### config.mk
export PLATFORM = sky130hd
export DESIGN_NAME = ballot_tally
export DESIGN_NICKNAME = d
export VERILOG_FILES = /design/src/rtl/ballot_pkg.sv /design/src/rtl/ballot_edge_detect.sv /design/src/rtl/ballot_prio_enc.sv /design/src/rtl/tally_mux.sv /design/src/rtl/tally_bank.sv /design/src/rtl/ballot_tally.sv
export SDC_FILE = /design/constraint.sdc
export NUM_CORES = 1
export LEC_CHECK = 0
export BUFFER_PORTS_ARGS = -buffer_cell sky130_fd_sc_hd__buf_2
export CORE_MARGIN = 5
export CORE_UTILIZATION = 25
export DETAILED_ROUTE_END_ITERATION = 6
export PLACE_DENSITY = 0.45
export SETUP_SLACK_MARGIN = 0.5
export SLEW_MARGIN = 20
export SYNTH_ARGS = -nofsm -noshare
export SYNTH_HDL_FRONTEND = slang
export SYNTH_HIERARCHICAL = 1
export SYNTH_SLANG_ARGS = --single-unit
### constraint.sdc
create_clock -name clk_i -period 6.3 [get_ports clk_i]
set_input_delay 1.26 -clock clk_i [delete_from_list [all_inputs] [get_ports clk_i]]
set_output_delay 1.26 -clock clk_i [all_outputs]
set_load 0.01 [all_outputs]
### src/rtl/ballot_pkg.sv
package ballot_pkg;
  localparam int unsigned NUM_CAND = 8;
  localparam int unsigned CNT_W    = 32;
endpackage

### src/rtl/ballot_edge_detect.sv
module ballot_edge_detect #(
  parameter int unsigned N = 8
) (
  input  logic         clk_i,
  input  logic         rst_ni,
  input  logic [N-1:0] line_i,
  output logic [N-1:0] rise_o
);
  logic [N-1:0] prev_q;

  always_ff @(posedge clk_i or negedge rst_ni) begin
    if (!rst_ni) prev_q <= '0;
    else         prev_q <= line_i;
  end

  assign rise_o = line_i & ~prev_q;

  // a line cannot show a rise on two consecutive edges
  a_r3_single_rise: assert property (@(posedge clk_i) disable iff (!rst_ni)
    (|rise_o) |=> ((rise_o & $past(rise_o)) == '0));
endmodule

### src/rtl/ballot_prio_enc.sv
module ballot_prio_enc #(
  parameter int unsigned N     = 8,
  parameter int unsigned IDX_W = $clog2(N)
) (
  input  logic [N-1:0]     req_i,
  output logic             hit_o,
  output logic [IDX_W-1:0] idx_o
);
  always_comb begin
    idx_o = '0;
    for (int i = N - 1; i >= 0; i--) begin
      if (req_i[i]) idx_o = IDX_W'(i);
    end
  end

  assign hit_o = |req_i;

  always_comb begin
    if (hit_o) begin
      a_r6_lowest_wins: assert (req_i[idx_o] &&
        ((req_i & ((N'(1) << idx_o) - N'(1))) == '0));
    end
  end
endmodule

### src/rtl/tally_mux.sv
module tally_mux #(
  parameter int unsigned N     = 8,
  parameter int unsigned W     = 32,
  parameter int unsigned IDX_W = $clog2(N)
) (
  input  logic [N-1:0][W-1:0] data_i,
  input  logic [IDX_W-1:0]    sel_i,
  output logic [W-1:0]        data_o
);
  assign data_o = data_i[sel_i];
endmodule

### src/rtl/tally_bank.sv
module tally_bank #(
  parameter int unsigned N     = 8,
  parameter int unsigned W     = 32,
  parameter int unsigned IDX_W = $clog2(N)
) (
  input  logic                clk_i,
  input  logic                rst_ni,
  input  logic                wr_i,
  input  logic [IDX_W-1:0]    idx_i,
  output logic [N-1:0][W-1:0] tallies_o
);
  logic [N-1:0][W-1:0] tally_q;
  logic [N-1:0]        we;
  logic [W-1:0]        cur_val;
  logic [W-1:0]        nxt_val;

  // one shared adder serves every counter
  tally_mux #(.N(N), .W(W), .IDX_W(IDX_W)) u_inc_mux (
    .data_i (tally_q),
    .sel_i  (idx_i),
    .data_o (cur_val)
  );

  assign nxt_val = cur_val + W'(1);

  for (genvar g = 0; g < N; g++) begin : g_cnt
    assign we[g] = wr_i && (idx_i == IDX_W'(g));

    always_ff @(posedge clk_i or negedge rst_ni) begin
      if (!rst_ni)   tally_q[g] <= '0;
      else if (we[g]) tally_q[g] <= nxt_val;
    end
  end

  assign tallies_o = tally_q;

  a_r9_onehot_we: assert property (@(posedge clk_i) disable iff (!rst_ni)
    $onehot0(we));

  a_r2_plus_one: assert property (@(posedge clk_i) disable iff (!rst_ni)
    wr_i |=> tally_q[$past(idx_i)] == $past(cur_val) + W'(1));

  a_r7_wrap_zero: assert property (@(posedge clk_i) disable iff (!rst_ni)
    (wr_i && (cur_val == '1)) |=> tally_q[$past(idx_i)] == '0);
endmodule

### src/rtl/ballot_tally.sv
module ballot_tally
  import ballot_pkg::*;
#(
  parameter int unsigned N     = NUM_CAND,
  parameter int unsigned W     = CNT_W,
  localparam int unsigned IDX_W = $clog2(N)
) (
  input  logic             clk_i,
  input  logic             rst_ni,
  input  logic             valid_i,
  input  logic [N-1:0]     ballot_i,
  input  logic [IDX_W-1:0] disp_sel_i,
  output logic [W-1:0]     disp_tally_o
);
  logic [N-1:0]        rise;
  logic                hit;
  logic [IDX_W-1:0]    idx;
  logic                wr;
  logic [N-1:0][W-1:0] tallies;

  ballot_edge_detect #(.N(N)) u_edge (
    .clk_i  (clk_i),
    .rst_ni (rst_ni),
    .line_i (ballot_i),
    .rise_o (rise)
  );

  ballot_prio_enc #(.N(N), .IDX_W(IDX_W)) u_enc (
    .req_i (rise),
    .hit_o (hit),
    .idx_o (idx)
  );

  assign wr = valid_i && hit;

  tally_bank #(.N(N), .W(W), .IDX_W(IDX_W)) u_bank (
    .clk_i     (clk_i),
    .rst_ni    (rst_ni),
    .wr_i      (wr),
    .idx_i     (idx),
    .tallies_o (tallies)
  );

  tally_mux #(.N(N), .W(W), .IDX_W(IDX_W)) u_disp_mux (
    .data_i (tallies),
    .sel_i  (disp_sel_i),
    .data_o (disp_tally_o)
  );

  a_r4_hold_invalid: assert property (@(posedge clk_i) disable iff (!rst_ni)
    !valid_i |=> $stable(tallies));

  a_r5_hold_no_rise: assert property (@(posedge clk_i) disable iff (!rst_ni)
    !hit |=> $stable(tallies));
endmodule

# Word level (Yosys, flattened, before mapping)
# Cells that the tools add are included.
# word_totals
ff_bits,264
inputBits,14
output_inout_bits,32
wordCells,44
# op_classes
addsub,1
order_cmp,2
n_eq_ne,7
n_mux,12
n_bitwise,2
reduce_logical,11
# ops
cell,count
$bmux 32 s3,2
$mux 32,2
$add 32x1->32 const B,1
$mux 3,8
$eq 3x3->1 const B,4
$logic_and 1x1->1,9
$and 8x8->8,1
$lt 3x4->1 const B,2
$not 8->8,1
$reduce_or 8->1,1
$eq 3x2->1 const B,2
$eq 3x1->1 const B,1
$logic_not 3->1,1

# Depth between registers and ports, before layout
# logic_depth
word_depth,13
ltp_mapped,14

# Hierarchy
# Netlist, hierarchy kept.
# by_module_without_submodules
mod,n_inst,cells_each,area_per_inst_um2
tally_bank,1,929,9629.2
tally_mux,2,114,2073.2
ballot_edge_detect,1,16,310.3
ballot_prio_enc,1,13,81.3
ballot_tally,1,1,6.3

# Worst setup path before layout
# OpenSTA, ideal clock, no wires.
# synth_path
path_kind,in2reg
from,input port ballot_i[4]
to,register u_bank.tally_q (netlist bit u_bank/tallies_o[116])
setup_ns,0.132
arrival_time_ns,4.366
t_required_ns,6.168
setup_slack_ns,1.802
stages,12
n_path_buf,2
path_cell_list,nor2b_4 o41ai_1 buf_6 buf_6 mux4_2 mux2_2 ha_1 nand4_1 nor3_4 or4b_4 xor2_2 o21ai_1
# synth_via
elab_chain_len,9
word_cells_on_any_way,13
cone_classes,add/sub: 1; eq/ne: 1; mux: 7; bitwise: 1; reduce/logical: 3
# synth_rtl
item,line,source
"start, declared",ballot_tally.sv:11,"input logic [N-1:0] ballot_i,"
$and 8x8->8,ballot_edge_detect.sv:16,assign rise_o = line_i & ~prev_q;
$mux 3 (5 in a row),ballot_prio_enc.sv:12,if (req_i[i]) idx_o = IDX_W'(i);
net idx[0],ballot_tally.sv:17,logic [IDX_W-1:0] idx;
$bmux 32 s3,tally_mux.sv:10,assign data_o = data_i[sel_i];
$mux 32 (implied by the code),tally_mux.sv:10,
net u_bank.cur_val[1],tally_bank.sv:14,logic [W-1:0] cur_val;
$add 32x1->32,tally_bank.sv:24,assign nxt_val = cur_val + W'(1);
"end signal, assigned by index",tally_bank.sv:31,else if (we[g]) tally_q[g] <= nxt_val;
"end, declared",tally_bank.sv:12,logic [N-1:0][W-1:0] tally_q;
# The timed path passes the listed nets, and every way through them passes these cells. The select of a mux whose other input is x is not followed.
# A chain may end at the register's enable or synchronous reset.

# Worst setup path in the final report
# layout_path
from,input port ballot_i[4]
to,register u_bank.tally_q (netlist bit u_bank/tallies_o[181])
# layout_via
elab_chain_len,9
word_cells_on_any_way,13
cone_classes,add/sub: 1; eq/ne: 1; mux: 7; bitwise: 1; reduce/logical: 3
# layout_rtl
item,line,source
$and 8x8->8,ballot_edge_detect.sv:16,
net rise[4],ballot_tally.sv:15,logic [N-1:0] rise;
$mux 3 (5 in a row),ballot_prio_enc.sv:12,
net idx[0],ballot_tally.sv:17,
$bmux 32 s3,tally_mux.sv:10,
$mux 32 (implied by the code),tally_mux.sv:10,
net u_bank.cur_val[18],tally_bank.sv:14,
$add 32x1->32,tally_bank.sv:24,
# The timed path passes the listed nets, and every way through them passes these cells. The select of a mux whose other input is x is not followed.

==> flow_metrics.py <==
metrics = {
    "status": {
        "outcome": "completed",
    },
    "final_layout": {
        "fin_cells": 1979,
        "fin_nets": 1214,
        "mostFrequentLayoutCell": "nand2_1",
        "insertedDiodeCount": 0,
        "final_cell_mix": "274 x nand2_1, 264 x dfrtp_1, 236 x o21ai_0",
        "syn2layout_area_growth_pct": 14.9,
        "drive_gt1_share_pct": 21.6,
    },
    "setup_path": {
        "required_ps": 6720,
        "critPathSlowestCell": "nor3_1",
        "cp_max_fo": 53,
        "worstPathCellList": "buf_2 > nor2b_4 > o41ai_2 > buf_12 > buf_4 > mux4_1 > mux2_2 > nand2_1 > nor3_1 > nand4_1 > xor2_1 > o21ai_0",
        "rr_worst_depth": 12,
        "start_kind": "input pin",
        "crit_type": "in2reg",
        "critPathTopFamily": "simple AND/OR/NAND/NOR gates",
        "crit_buf_inv": 3,
        "max_stage_delay_ps": 780,
        "path_depth": 12,
        "worstSetupEndpointType": "flop",
        "cp.arrival_ps": 5220,
    },
    "clocking": {
        "worstSkewPairLatency_ps": 570,
        "cts-root-buf": "clkbuf_16",
        "numCtsBuffers": 31,
        "cts.sinks": 264,
        "htreeDepth": 1,
        "cts_resized": 0,
        "clockBufferDepth": 3,
        "post-cts-setup-buffer-count": 0,
        "cts.hold.buffers_added": 0,
        "cts_tree": "yes",
        "clkTransAtPathRegs_ps": 60,
    },
    "placed_design": {
        "dp_cells": 1922,
        "pre_cts_slack_ps": 820,
        "hpwl_um": 23600,
        "port_buffers": 45,
        "gp_congestion": 0.716,
    },
    "power": {
        "p_leak_nw": 7.13,
        "power_density_nw_per_um2": 264,
        "total_power_w": 0.00429,
        "peakVddDrop_uv": 228,
    },
    "die": {
        "num_io_pins": 46,
        "num_rows": 87,
        "start_util_pct": 25.2,
        "die_area_um2": 61600,
        "die_x_um": 248,
        "die_y_um": 248,
        "core-area_um2": 56300,
    },
    "grt": {
        "globalRouteOverflowTotal": 0,
        "grt_pass1_vias": 9837,
        "antenna_found_initial": 0,
        "grt_max_degree": 106,
        "grt_first_pass_wirelength_um": 61000,
        "grt_use_total_pct": 12.7,
    },
    "sta": {
        "clock_skew_ps": 12.4,
        "fin_crit_sh_pct": 76.1,
        "tns_ps": 0,
        "period_minus_slack_ps": 4790,
        "finalHoldViolCount": 0,
        "slew_viol_final": 0,
        "setup_viol": 0,
        "rsz0062_at_grt": "no",
        "max-slew-margin-rel_pct": 31.4,
        "fmax_ghz": 0.209,
        "tightest_slew_ps": 1030,
        "fin_ws_ps": 1510,
    },
    "logic_synthesis": {
        "yosysUniqueCellTypes": 36,
        "ys_warn_count": 6,
        "ys_ff_latch": 264,
        "syn_nets": 1202,
        "synth-edff-count": 0,
        "synth-seq-area-share_pct": 46.6,
        "syn-instance-count": 1187,
        "yosys-top-cells-area": "dfrtp_1 47%, mux4_1 15%, o21ai_0 8.3%, mux4_2 7.6%, nand2_1 7.3%",
        "synth_top_area_cell": "dfrtp_1",
        "syn_area_um2": 14200,
        "synthArstFlopShare_pct": 100,
        "synth_top_area_share_pct": 46.6,
        "postSynthAreaPerCell_um2": 11.9,
        "synth_ff_type": "dfrtp_1",
    },
    "detailed_routing": {
        "wire_per_inst_um": 19.8,
        "ant_nets": 0,
        "vias": 9336,
        "wirelength_um": 39100,
        "via_per_inst": 4.72,
        "first_iter_violations": 606,
        "drtPass1Iterations": 4,
        "drc": 0,
    },
    "min_path": {
        "min_path_cells": 2,
        "hold_class": "reg2reg",
    },
    "flow_run": {
        "cap_viol_max_count": 0,
    },
}
[worst paths after layout]
path                                                       start                                 to  slack [ps]
min in group asynchronous                                 rst_ni  u_bank/tallies_o[227]$_DFFE_PN0P_         700
worst max-delay path                                 ballot_i[4]  u_bank/tallies_o[181]$_DFFE_PN0P_        1510
worst min-delay path            u_bank/tallies_o[34]$_DFFE_PN0P_   u_bank/tallies_o[34]$_DFFE_PN0P_         490
worst min register to register  u_bank/tallies_o[34]$_DFFE_PN0P_   u_bank/tallies_o[34]$_DFFE_PN0P_         490
max in group asynchronous                                 rst_ni   u_bank/tallies_o[21]$_DFFE_PN0P_        4240
worst max register to register        u_edge/prev_q[7]$_DFF_PN0_  u_bank/tallies_o[181]$_DFFE_PN0P_        1910
[cell usage after synthesis (2+ instances only)]
| cell type | number |
|---|---|
| o21ai_0 | 236 |
| dfrtp_1 | 264 |
| mux2_2 | 68 |
| o21ai_1 | 13 |
| nand4b_1 | 2 |
| nor2b_4 | 8 |
| nor4_2 | 2 |
| nand2_1 | 277 |
| xor2_1 | 21 |
| mux4_1 | 80 |
| inv_1 | 3 |
| xnor2_1 | 8 |
| nor4_4 | 2 |
| nand4_1 | 15 |
| buf_6 | 14 |
| nor2_1 | 11 |
| nand3_1 | 12 |
| buf_2 | 3 |
| nor2b_1 | 4 |
| buf_1 | 16 |
| clkbuf_1 | 55 |
| mux4_2 | 48 |
| and4_1 | 2 |
| nor3_1 | 3 |
| and2_1 | 5 |
| and3_1 | 5 |
[worst register-to-register path: cells and delay by family, from the launching register on]
kind            cells  cell delay [ps]
mux                 2              550
xor+xnor            1              530
simple gates        4             1260
compound gates      3              650
buf+inv             2              870
flops               1              400
[kinds of logic after synthesis]
kind of cell,Yosys count,share of synthesized area (%)
DFF,264,46.6
xor gates and xnor gates,30,1.91
buffers and inverters,91,3.18
adders and majority gates,1,0.0883
AOI/OAI and AO/OA,253,9.00
muxes,196,27.9
and+or+nand+nor,352,11.4
[cell type report]
class,instances,area (um^2)
clock inverter,14,183
sequential,264,6610
timing repair buffer,67,440
tap,756,946
clock buffer,43,921
fill,5820,40000
multi-input combinational,832,7170
inverter,3,11.3
[flip-flops by register name, indices dropped and copies added, names as in the netlist]
register and count:
u_bank/tallies_o 256, u_edge/prev_q 8
[power by group]
part	leakage [nW]	switching [W]	internal, W
registers	3.64	0.0000562	0.00178
logic	2.95	0.000323	0.000216
clock network	0.545	0.000740	0.00118
total	7.13	0.00112	0.00317
[layer usage]
metal	GRT usage (%)	up-vias	wire, um
met5	0	-	0
met4	2.50	0	711
met3	1.71	50	1080
met2	21.4	121	18600
met1	17.7	4752	18700
li1	-	4413	-
[per-stage QoR]
step,hold slack [ps],cell area [um^2],util [%]
2_1_floorplan,451,14200,-
3_3_place_gp,470,15200,27.0
3_5_place_dp,482,15200,27.0
4_1_cts,495,16300,28.9
5_1_grt,509,16300,28.9
6_report,491,16300,28.9
Power figures use the tool's default switching activity.
